<file path="src/rtl/seg_xlate_pkg.sv">
package seg_xlate_pkg;
  typedef enum logic [1:0] {
    FLD_BASE  = 2'd0,
    FLD_LOWER = 2'd1,
    FLD_UPPER = 2'd2,
    FLD_NONE  = 2'd3
  } seg_field_e;
endpackage

</file>
<file path="src/rtl/seg_desc_bank.sv">
module seg_desc_bank
  import seg_xlate_pkg::*;
#(
  parameter int ADDR_W = 32,
  parameter int NSEG   = 4,
  localparam int SEL_W = (NSEG > 1) ? $clog2(NSEG) : 1
) (
  input  logic              clk,
  input  logic              rst,
  input  logic              wr_en,
  input  logic [SEL_W-1:0]  wr_slot,
  input  logic [1:0]        wr_field,
  input  logic [ADDR_W-1:0] wr_data,
  input  logic [SEL_W-1:0]  rd_slot,
  output logic [ADDR_W-1:0] rd_base,
  output logic [ADDR_W-1:0] rd_lower,
  output logic [ADDR_W-1:0] rd_upper
);
  logic [ADDR_W-1:0] base_q  [NSEG];
  logic [ADDR_W-1:0] lower_q [NSEG];
  logic [ADDR_W-1:0] upper_q [NSEG];

  for (genvar s = 0; s < NSEG; s++) begin : g_slot
    logic hit;
    assign hit = wr_en && (wr_slot == SEL_W'(s));
    always_ff @(posedge clk) begin
      if (rst) begin
        base_q[s]  <= '0;
        lower_q[s] <= '0;
        upper_q[s] <= '0;
      end else if (hit) begin
        unique case (seg_field_e'(wr_field))
          FLD_BASE:  base_q[s]  <= wr_data;
          FLD_LOWER: lower_q[s] <= wr_data;
          FLD_UPPER: upper_q[s] <= wr_data;
          default: ;
        endcase
      end
    end

    // a write to another slot, or with the null field, leaves this slot unchanged
    p_slot_hold_r6: assert property (@(posedge clk) disable iff (rst)
      !(wr_en && wr_slot == SEL_W'(s) && wr_field != 2'd3)
      |=> ($stable(base_q[s]) && $stable(lower_q[s]) && $stable(upper_q[s])));
  end

  assign rd_base  = base_q[rd_slot];
  assign rd_lower = lower_q[rd_slot];
  assign rd_upper = upper_q[rd_slot];
endmodule

</file>
<file path="src/rtl/seg_bound_check.sv">
module seg_bound_check #(
  parameter int ADDR_W = 32
) (
  input  logic [ADDR_W-1:0] offset,
  input  logic [ADDR_W-1:0] lower,
  input  logic [ADDR_W-1:0] upper,
  output logic              below,
  output logic              above
);
  always_comb begin
    below = offset < lower;
    above = offset > upper;
  end
endmodule

</file>
<file path="src/rtl/seg_xlate_top.sv">
module seg_xlate_top
  import seg_xlate_pkg::*;
#(
  parameter int ADDR_W = 32,
  parameter int NSEG   = 4,
  localparam int SEL_W = (NSEG > 1) ? $clog2(NSEG) : 1
) (
  input  logic              clk,
  input  logic              rst,
  input  logic              wr_en,
  input  logic [SEL_W-1:0]  wr_slot,
  input  logic [1:0]        wr_field,
  input  logic [ADDR_W-1:0] wr_data,
  input  logic              req_valid,
  input  logic [SEL_W-1:0]  req_seg,
  input  logic [ADDR_W-1:0] req_offset,
  output logic              rsp_valid,
  output logic [ADDR_W-1:0] rsp_paddr,
  output logic              rsp_err
);
  logic [ADDR_W-1:0] base_w, lower_w, upper_w, sum_w;
  logic below_w, above_w, err_w;

  seg_desc_bank #(.ADDR_W(ADDR_W), .NSEG(NSEG)) u_bank (
    .clk(clk), .rst(rst), .wr_en(wr_en), .wr_slot(wr_slot),
    .wr_field(wr_field), .wr_data(wr_data), .rd_slot(req_seg),
    .rd_base(base_w), .rd_lower(lower_w), .rd_upper(upper_w)
  );

  seg_bound_check #(.ADDR_W(ADDR_W)) u_chk (
    .offset(req_offset), .lower(lower_w), .upper(upper_w),
    .below(below_w), .above(above_w)
  );

  assign sum_w = base_w + req_offset;
  assign err_w = below_w | above_w;

  always_ff @(posedge clk) begin
    if (rst) begin
      rsp_valid <= 1'b0;
      rsp_paddr <= '0;
      rsp_err   <= 1'b0;
    end else begin
      rsp_valid <= req_valid;
      if (req_valid) begin
        rsp_err   <= err_w;
        rsp_paddr <= err_w ? '0 : sum_w;
      end
    end
  end

  p_rsp_follows_req_r1: assert property (@(posedge clk) disable iff (rst)
    req_valid |=> rsp_valid);
  p_no_spurious_rsp_r1: assert property (@(posedge clk) disable iff (rst)
    !req_valid |=> !rsp_valid);
  p_err_zero_addr_r5: assert property (@(posedge clk) disable iff (rst)
    (rsp_valid && rsp_err) |-> (rsp_paddr == '0));
  p_below_flags_r3: assert property (@(posedge clk) disable iff (rst)
    (req_valid && below_w) |=> rsp_err);
  p_above_flags_r4: assert property (@(posedge clk) disable iff (rst)
    (req_valid && above_w) |=> rsp_err);
  p_inrange_sum_r2: assert property (@(posedge clk) disable iff (rst)
    (req_valid && !below_w && !above_w) |=> (!rsp_err && rsp_paddr == $past(sum_w)));
endmodule

</file>
<file path="config.mk">
export PLATFORM = sky130hd
export DESIGN_NAME = seg_xlate_top
export DESIGN_NICKNAME = d
export VERILOG_FILES = /design/src/rtl/seg_xlate_pkg.sv /design/src/rtl/seg_desc_bank.sv /design/src/rtl/seg_bound_check.sv /design/src/rtl/seg_xlate_top.sv
export SDC_FILE = /design/constraint.sdc
export NUM_CORES = 1
export LEC_CHECK = 0
export BUFFER_PORTS_ARGS = -buffer_cell sky130_fd_sc_hd__buf_4
export CORE_MARGIN = 2
export CORE_UTILIZATION = 30
export DETAILED_ROUTE_END_ITERATION = 7
export GPL_TIMING_DRIVEN = 0
export PLACE_DENSITY = 0.54
export SLEW_MARGIN = 20
export SYNTH_ARGS = -nofsm -noshare
export SYNTH_HDL_FRONTEND = slang
export SYNTH_SLANG_ARGS = --single-unit
</file>
<file path="constraint.sdc">
create_clock -name clk -period 4.7 [get_ports clk]
set_input_delay 0.47 -clock clk [delete_from_list [all_inputs] [get_ports clk]]
set_output_delay 0.47 -clock clk [all_outputs]
set_load 0.03 [all_outputs]
</file>
==> results.md, run 1 <==
- Status: complete, no violations
- FF-to-FF path depth: 11
- CTS Hold Bufs: 0
- Worst path slowest cell: clkbuf_1
- Final Cycle Share: 0.942
- Vias in the first global route: 13200
- Row count: 96
- Die width: 268 um
- Final Slew Violations: 0
- Wire per inst: 21.2 um
- Crit path from: req_seg[1]
- Clock share of power: 0.380
- Sequence of cells on the critical path: clkbuf_1 > clkbuf_2 > clkbuf_1 > mux4_2 > ha_1 > o21a_1 > o21ai_0 > or2_2 > o2111ai_1 > a31oi_1 > o21ai_0 > a21o_1 > a32o_1
- Sequential share of power: 0.475
- Clock buffer depth: 3
- Largest net degree at the start of global routing: 18
- Layout Skew: 35.9 ps
- Leak pwr: 0.00926 uW
- Worst r2r src: u_bank.base_q[1][0]$_SDFFCE_PN0P_
- Psw: 2300 uW
- CTS tree: done
- Filler cell count: 6665
- Max_slew headroom: 0.361
- Synth top area share: 0.550
- Setup TNS Final: 0 ps
- Sink Count: 418
- CP max stage delay: 560 ps
- Ys async rst share: 0
- CTS HTree Levels: 2
- CP arrival: 4880 ps
- Placement Cell Area: 23500 um^2
- # nets final: 1865
- Design Area, Final: 24900 um^2
- Most numerous cell in the Yosys netlist: and2_1
- Area Overhead vs Synth: 18.9%
- RSZ-0062 raised after global routing: no
- Placer Congestion: 0.857
- Die Ht: 268 um
- Type of the worst setup path: in -> reg
- CP bufs+invs: 3
- Worst-path clk slew: 60 ps
- Placed cells: 2583
- Number of synthesized flops with an enable pin: 384
- Antenna Nets Post-Route: 0
- Post-layout minimum cycle time: 4430 ps
- Initial core utilization: 0.304
- Netlist cell types: 61
- Worst-Skew Late Latency: 590 ps
- Setup bufs post-CTS: 0
- Via-to-Cell Ratio: 4.83
- Max-Cap Viols: 0
- Drt drc: 0
- CP Capture Point: rsp_paddr[28]$_SDFFE_PP0P_
- Final setup vio count: 0
- Register area: 12200 um^2
- TritonCTS Buffers: 43
- Slew at the pin with the worst max-slew slack: 958 ps
- #FFs+latches synth: 418
- Crit. End Element: register
- Setup WS post-layout: 271 ps
- R2R Setup Slk: 1090 ps
- Area contributors post-synth: edfxtp_1 55%, and2_1 11%, mux4_2 10%
- First-pass GRT wire length: 84.2 mm
- Ys flop type: edfxtp_1
- Share of cells above drive strength 1: 0.188
- Power density over cell area: 366 nW/um^2
- CP Data Required Time: 5150 ps
- Final cell count without fillers: 2663
- Hold Vio Cnt, Final: 0
- Fmax: 226 MHz
- GR Overflow Total: 0
- Top delay family on crit path: compound AO/OA/AOI/OAI gates
- DP Worst Slack: -1050 ps
- Final Power: 9130 uW
- Critical path depth: 13
- Post-synthesis sequential area ratio: 0.582
- DR iter-0 viols: 1056
- Yosys warns: 0
- Switching share of power: 0.252
- Gate power share: 0.145
- Post-detail-place hpwl: 43.1 mm
- Footprint of the multi-input gates: 8220 um^2
- Die area: 72000 um^2
- Crit-path max FO: 10
- Synthesized area per cell: 13.7 um^2
- # IOs: 108
- Post-Syn Nets: 1695
- Worst min path class: in -> reg
- Startpoint types: primary input
- Antenna violations before repair: 4
- Root Buffer: clkbuf_16
- R2r endpoint: rsp_paddr[28]$_SDFFE_PP0P_
- VDD IR max: 0.232 mV
- Synth cell count leaders: 385 x and2_1, 384 x edfxtp_1, 96 x mux4_2
- Number of port buffers: 104
- First-pass detailed-route iteration total: 5
- Via total after detailed routing: 12900
- Mapped Area: 21000 um^2
- Core Region: 68900 um^2
- Post-synth top area cell: edfxtp_1
- GRT Overall Usage: 0.159
- Routed WL: 56.5 mm
- Synthesized instance count: 1526
- Int Pwr: 6830 uW
==> placed cells by master, fill, tap and decap left out, types with 11 or more instances in the layout <==
| cell | n |
|---|---|
| a21oi_1 | 41 |
| dfxtp_1 | 34 |
| clkbuf_1 | 94 |
| nor2_1 | 42 |
| nand4_1 | 11 |
| ha_1 | 94 |
| inv_1 | 74 |
| buf_16 | 11 |
| o21ai_0 | 27 |
| clkbuf_16 | 44 |
| mux4_2 | 96 |
| a22o_1 | 26 |
| buf_4 | 106 |
| a21o_1 | 24 |
| xnor2_1 | 18 |
| and2_1 | 385 |
| edfxtp_1 | 384 |
| nand3_1 | 18 |
| nand2_1 | 20 |
==> worst min path at each step <==
stage	cells after the start	slack, ps	start	end
2_1_floorplan	1	570	req_valid	rsp_err$_SDFFE_PP0P_
3_3_place_gp	1	460	rsp_paddr[22]$_SDFFE_PP0P_	rsp_paddr[22]$_SDFFE_PP0P_
3_5_place_dp	1	460	rsp_paddr[22]$_SDFFE_PP0P_	rsp_paddr[22]$_SDFFE_PP0P_
4_1_cts	2	90	req_valid	rsp_err$_SDFFE_PP0P_
5_1_grt	2	130	req_valid	rsp_err$_SDFFE_PP0P_
6_report	2	120	req_valid	rsp_err$_SDFFE_PP0P_
==> cell type report <==
type	instances	share of cell area
Clock buffer	52	0.0454
Buffer	103	0.0165
Inverter	74	0.0111
Antenna cell	1	0.000100
Sequential cell	418	0.490
Tap cell	931	0.0467
Clock inverter	28	0.0113
Multi-Input combinational cell	930	0.330
Timing Repair Buffer	126	0.0492
==> flip-flops by register name, indices dropped and copies added, names as in the netlist <==
signal / count
u_bank.base_q: 128
rsp_valid: 1
u_bank.lower_q: 128
rsp_err: 1
rsp_paddr: 32
u_bank.upper_q: 128
==> layer usage <==
metal	track usage	routed length [um]	share of wire
met1	0.209	24600	0.44
met2	0.269	27600	0.49
met3	0.0235	2710	0.048
met4	0.0550	1540	0.027
met5	0	38	0.00067
==> power groups by stage <==
stage	registers [uW]	logic, uW	clock network [uW]
final	4340	1320	3470
after global routing	4360	1450	3670
after CTS	4340	1330	3540
after detailed placement	4420	1330	0
after global placement	4440	1250	0
after floorplan	4450	804	0
==> per-stage QoR <==
step | utilization | hold slack (ps)
6_report | 0.361 | 124
5_1_grt | 0.361 | 125
4_1_cts | 0.361 | 91.6
3_5_place_dp | 0.341 | 460
3_3_place_gp | 0.332 | 460
2_1_floorplan | - | 566
==> kinds of logic (layout without fill, tap and decap cells) <==
family                     after synthesis  after routing  share of synthesized area
DFF                                    418            418                      0.582
xor gates and xnor gates                25             25                     0.0104
muxes                                   96             96                      0.103
other                                    0              1                          0
and+or+nand+nor                        517            517                      0.147
buffers and inverters                  178            383                     0.0328
AOI/OAI and AO/OA                      197            197                     0.0671
adders and majority gates               95             95                     0.0571
==> worst reg2reg max path: stages, from the launching register on <==
cell and delay (ps):
edfxtp_1 370, mux4_2 480, ha_1 260, fa_1 440
a211oi_1 230, nor2_1 150, a21oi_2 320, o2111ai_1 210
a31oi_1 430, o21ai_0 170, a21o_1 190, a32o_1 230
==> timing repair <==
action                                  in CTS  in global routing
hold endpoints to repair                     0                  0
endpoints found under the setup margin       8                  1
gates resized for setup                      2                  1
(Power assumes the default switching activity.)
==> inputs of run 2 (changes only) <==
- RECOVER_POWER: unset -> 100
==> results.md, run 2 (synthesis gave the netlist of run 1 again) <==
- Commonest non-fill, non-tap cell in the layout: edfxtp_1 (was and2_1)
- Placed cells: 2583 (unchanged)
- Filler cell count: 6775 (was 6665)
- Int Pwr: 6780 uW (was 6830 uW)
- Register area: 12200 um^2 (unchanged)
- Via total after detailed routing: 12800 (was 12900)
- Power density over cell area: 374 nW/um^2 (was 366 nW/um^2)
- Max-Cap Viols: 9 (was 0)
- Leak pwr: 0.00865 uW (was 0.00926 uW)
- Largest net degree at the start of global routing: 18 (unchanged)
- Worst path slowest cell: clkbuf_1 (unchanged)
- FF-to-FF path depth: 11 (unchanged)
- Startpoint types: primary input (unchanged)
- # IOs: 108 (unchanged)
- Sequential share of power: 0.479 (was 0.475)
- Wire per inst: 21.2 um (about the same)
- Routed WL: 56.6 mm (was 56.5 mm)
- CP max stage delay: 560 ps (about the same)
- Largest regs: u_bank.base_q x128, u_bank.lower_q x128, u_bank.upper_q x128 (unchanged)
- Final Slew Violations: 107 (was 0)
- Drt drc: 0 (unchanged)
- Fmax: 226 MHz (about the same)
- CTS tree: done (unchanged)
- Final cell count without fillers: 2664 (was 2663)
- Initial core utilization: 0.304 (unchanged)
- Vias in the first global route: 13200 (unchanged)
- Switching share of power: 0.252 (about the same)
- Final Cycle Share: 0.942 (about the same)
- Layout Skew: 36.3 ps (was 35.9 ps)
- Commonest cells after routing, fill and taps aside: 384 x edfxtp_1, 230 x and2_0, 155 x clkbuf_1, 155 x and2_1, 96 x mux4_2 (was 385 x and2_1, 384 x edfxtp_1, 106 x buf_4, 96 x mux4_2)
- Share of cells above drive strength 1: 0.145 (was 0.188)
- VDD IR max: 0.232 mV (about the same)
- Worst min path class: in -> reg (unchanged)
- Critical path depth: 13 (unchanged)
- RSZ-0062 raised after global routing: no (unchanged)
- Sequence of cells on the critical path: clkbuf_1 > clkbuf_2 > clkbuf_1 > mux4_2 > ha_1 > o21a_1 > o21ai_0 > or2_2 > o2111ai_1 > a31oi_1 > o21ai_0 > a21o_1 > a32o_1 (unchanged)
- Root Buffer: clkbuf_16 (unchanged)
- Crit. End Element: register (unchanged)
- Type of the worst setup path: in -> reg (unchanged)
- First-pass detailed-route iteration total: 6 (was 5)
- Top delay family on crit path: compound AO/OA/AOI/OAI gates (unchanged)
- Antenna Nets Post-Route: 0 (unchanged)
- Antenna violations before repair: 4 (unchanged)
- Max_slew headroom: -0.884 (was 0.361)
- Gate power share: 0.137 (was 0.145)
- Hold Vio Cnt, Final: 0 (unchanged)
- Placer Congestion: 0.857 (unchanged)
- Sink Count: 418 (unchanged)
- Worst-Skew Late Latency: 590 ps (about the same)
- Die width: 268 um (unchanged)
- Die area: 72000 um^2 (unchanged)
- Core Region: 68900 um^2 (unchanged)
- Setup bufs post-CTS: 0 (unchanged)
- Slew at the pin with the worst max-slew slack: 2800 ps (was 958 ps)
- R2R Setup Slk: 1080 ps (was 1090 ps)
- Crit-path max FO: 10 (unchanged)
- DR iter-0 viols: 1005 (was 1056)
- CTS Hold Bufs: 0 (unchanged)
- Status: finished, violations left (was complete, no violations)
- Post-layout minimum cycle time: 4430 ps (about the same)
- WHS Path Cells: 2 (unchanged)
- DP Worst Slack: -1050 ps (unchanged)
- TritonCTS Buffers: 43 (unchanged)
- CP arrival: 4880 ps (about the same)
- Die Ht: 268 um (unchanged)
- GRT Overall Usage: 0.159 (unchanged)
- CTS HTree Levels: 2 (unchanged)
- Row count: 96 (unchanged)
- Number of port buffers: 104 (unchanged)
- Fin util: 0.352 (was 0.361)
- Failing checks: max-capacitance violations, max-slew violations
- Setup WS post-layout: 272 ps (was 271 ps)
- Via-to-Cell Ratio: 4.82 (was 4.83)
- # nets final: 1865 (unchanged)
- Psw: 2280 uW (was 2300 uW)
- First-pass GRT wire length: 84.2 mm (unchanged)
- GR Overflow Total: 0 (unchanged)
- Area Overhead vs Synth: 15.7% (was 18.9%)
- CP Data Required Time: 5150 ps (about the same)
- Setup TNS Final: 0 ps (unchanged)
- CP bufs+invs: 3 (unchanged)
- Clock buffer depth: 3 (unchanged)
- Footprint of the multi-input gates: 8060 um^2 (was 8220 um^2)
- Final setup vio count: 0 (unchanged)
- Clock share of power: 0.384 (was 0.380)
- Post-detail-place hpwl: 43.1 mm (unchanged)
- Worst-path clk slew: 60 ps (about the same)
[run 2: cell count changes in the layout (fill, tap and decap cells not counted), sizes merged]
cell,delta
diode,+1
clkbuf,+62
buf,-62
[run 2: path summary, 6_finish.rpt]
kind	start	to
max	req_seg[1]	rsp_paddr[28]$_SDFFE_PP0P_
min	req_valid	rsp_err$_SDFFE_PP0P_
max reg2reg	u_bank.base_q[1][0]$_SDFFCE_PN0P_	rsp_paddr[28]$_SDFFE_PP0P_
min reg2reg	rsp_paddr[22]$_SDFFE_PP0P_	rsp_paddr[22]$_SDFFE_PP0P_
[run 2: cell type report]
type | instances | area share
clock buffer | 52 | 0.0466
antenna | 2 | 0.000206
buffer | 103 | 0.0167
inverter | 74 | 0.0115
clock inverter | 28 | 0.0116
timing repair buffer | 126 | 0.0299
tap | 931 | 0.0480
sequential | 418 | 0.503
multi-input combinational | 930 | 0.332
[run 2: metrics by stage]
stage	cell area [um^2]	hold WS [ps]	power, uW
3_5_place_dp	23500	460	5750
4_1_cts	24900	91.6	9210
2_1_floorplan	21000	566	5250
5_1_grt	24300	125	9410
6_report	24300	126	9060
3_3_place_gp	22900	460	5680
[run 2: power groups by stage]
stage	clock, uW	combinational (uW)	sequential, uW
after floorplan	0	804	4450
after global placement	0	1250	4440
after detailed placement	0	1330	4420
after CTS	3540	1330	4340
after global routing	3670	1370	4360
final	3480	1240	4340
[run 2: timing repair]
action / CTS / global route
setup endpoints to repair: 8 / 1
pin swaps: 0 / 0
resized for setup: 2 / 1
[run 2: per-layer routing]
layer / wire [um] / share of wire / global-route usage
met5: 38 / 0.00067 / 0
met4: 1530 / 0.027 / 0.0550
met3: 2490 / 0.044 / 0.0235
met2: 27700 / 0.49 / 0.269
met1: 24800 / 0.44 / 0.209
==> inputs of run 3 (changes only) <==
- CORE_UTILIZATION: 30 -> 62
- PLACE_DENSITY: 0.54 -> 0.9
==> results.md, run 3 (synthesis gave the netlist of run 1 again) <==
- Status: finished, violations left (unchanged)
- Failing checks: max-capacitance violations, max-slew violations (unchanged)
- Layout Skew: 21.4 ps (was 36.3 ps)
- Top sig layer: met5 (unchanged)
- CP Data Required Time: 5200 ps (was 5150 ps)
- TritonCTS Buffers: 42 (was 43)
- Setup WS post-layout: 38.4 ps (was 272 ps)
- Vias in the first global route: 14600 (was 13200)
- Design Area, Final: 23600 um^2 (was 24300 um^2)
- Max_slew headroom: -0.864 (was -0.884)
- Placer Congestion: 0.910 (was 0.857)
- Root Buffer: clkbuf_16 (unchanged)
- Leak pwr: 0.00857 uW (was 0.00865 uW)
- Fmax: 215 MHz (was 226 MHz)
- Commonest non-fill, non-tap cell in the layout: edfxtp_1 (unchanged)
- RSZ-0062 raised after global routing: no (unchanged)
- DP Worst Slack: -767 ps (was -1050 ps)
- Worst r2r src: u_bank.base_q[3][0]$_SDFFCE_PN0P_ (was u_bank.base_q[1][0]$_SDFFCE_PN0P_)
- Post-detail-place hpwl: 39.1 mm (was 43.1 mm)
- First-pass detailed-route iteration total: 6 (unchanged)
- Worst-path clk slew: 60 ps (about the same)
- CP arrival: 5160 ps (was 4880 ps)
- Startpoint types: primary input (unchanged)
- DR iter-0 viols: 1751 (was 1005)
- Post-layout minimum cycle time: 4660 ps (was 4430 ps)
- Die Ht: 188 um (was 268 um)
- Die width: 188 um (was 268 um)
- # IOs: 108 (unchanged)
- Final Power: 8980 uW (was 9060 uW)
- Wire per inst: 26.3 um (was 21.2 um)
- CTS Hold Bufs: 0 (unchanged)
- Met3 wire len: 7.12 mm (was 2.49 mm)
- CTS tree: done (unchanged)
- GRT Overall Usage: 0.323 (was 0.159)
- Hold Vio Cnt, Final: 0 (unchanged)
- Power density over cell area: 381 nW/um^2 (was 374 nW/um^2)
- Crit path from: req_seg[1] (unchanged)
- Routed met2 length: 26.8 mm (was 27.7 mm)
- Slew at the pin with the worst max-slew slack: 2770 ps (was 2800 ps)
- Type of the worst setup path: in -> reg (unchanged)
- Antenna Nets Post-Route: 0 (unchanged)
- Final setup vio count: 0 (unchanged)
- Crit-path max FO: 10 (unchanged)
- Largest regs: u_bank.base_q x128, u_bank.lower_q x128, u_bank.upper_q x128 (unchanged)
- Clock buffer depth: 3 (unchanged)
- Routed WL: 57.2 mm (was 56.6 mm)
- Worst-Skew Late Latency: 570 ps (was 590 ps)
- Area Overhead vs Synth: 12.4% (was 15.7%)
- VDD IR max: 0.353 mV (was 0.232 mV)
- Crit. End Element: register (unchanged)
- Row count: 67 (was 96)
- Sink Count: 418 (unchanged)
- Fin util: 0.704 (was 0.352)
- Max-Cap Viols: 10 (was 9)
- Core Region: 33400 um^2 (was 68900 um^2)
- # nets final: 1860 (was 1865)
- Drt drc: 0 (unchanged)
- Worst min path class: in -> reg (unchanged)
- Final Cycle Share: 0.992 (was 0.942)
- Hold Startpoint: req_valid (unchanged)
- Final Slew Violations: 154 (was 107)
- Antenna violations before repair: 2 (was 4)
- Met1 WL: 19.2 mm (was 24.8 mm)
- GR Overflow Total: 0 (unchanged)
- Placement Cell Area: 22800 um^2 (was 23500 um^2)
- Share of cells above drive strength 1: 0.144 (was 0.145)
- Cts repair resizes: 1 (was 2)
- Number of port buffers: 104 (unchanged)
- Setup bufs post-CTS: 0 (unchanged)
- CTS HTree Levels: 2 (unchanged)
- Via-to-Cell Ratio: 6.64 (was 4.82)
- Largest net degree at the start of global routing: 22 (was 18)
- First-pass GRT wire length: 84.9 mm (was 84.2 mm)
- Setup TNS Final: 0 ps (unchanged)
- Commonest cells after routing, fill and taps aside: 384 x edfxtp_1, 268 x and2_0, 148 x clkbuf_1, 117 x and2_1, 96 x mux4_2 (was 384 x edfxtp_1, 230 x and2_0, 155 x clkbuf_1, 155 x and2_1, 96 x mux4_2)
- Initial core utilization: 0.627 (was 0.304)
- Die area: 35300 um^2 (was 72000 um^2)
- Via total after detailed routing: 14400 (was 12800)
[run 3: area by class of cell]
type	instances	area, um^2
fill	1928	9880
multi-input combinational	930	8050
antenna	2	5.00
tap	448	561
sequential	418	12200
clock buffer	50	1140
clock inverter	24	194
timing repair buffer	122	713
inverter	74	278
buffer	103	405
[run 3: worst max-delay path, cell delays in order]
cell      delay, ps
clkbuf_1        490
clkbuf_2        490
clkbuf_1        670
mux4_2          430
ha_1            310
nand4_1         160
nor4_1          760
nand2_1         180
o21a_1          210
nor4_1          440
clkbuf_2        360
a22o_1          170
[run 3: stage by stage]
| stage | instances | hold slack, ps |
|---|---|---|
| finish | 2171 | 143 |
| global route | 2170 | 145 |
| CTS | 2169 | 137 |
| detailed placement | 2096 | 461 |
| global placement | 2078 | 453 |
| floorplan | 1526 | 566 |
[run 3: layer usage]
| metal | vias to the layer above | GRT usage |
|---|---|---|
| li1 | 5945 | - |
| met1 | 6967 | 0.388 |
| met2 | 1181 | 0.529 |
| met3 | 320 | 0.0852 |
| met4 | 2 | 0.193 |
| met5 | - | 0 |
[run 3: path summary, 6_finish.rpt]
path	to	slack [ps]	cells past startpoint
worst max-delay path	rsp_paddr[24]$_SDFFE_PP0P_	40	12
worst min-delay path	rsp_err$_SDFFE_PP0P_	140	2
worst max register to register	rsp_paddr[28]$_SDFFE_PP0P_	870	11
worst min register to register	rsp_paddr[22]$_SDFFE_PP0P_	470	1
[run 3: power by group]
group	total [uW]	leakage, uW	switching (uW)	internal, uW
clock	3330	0.000649	1430	1900
sequential	4370	0.00395	79.6	4290
combinational	1290	0.00397	789	503
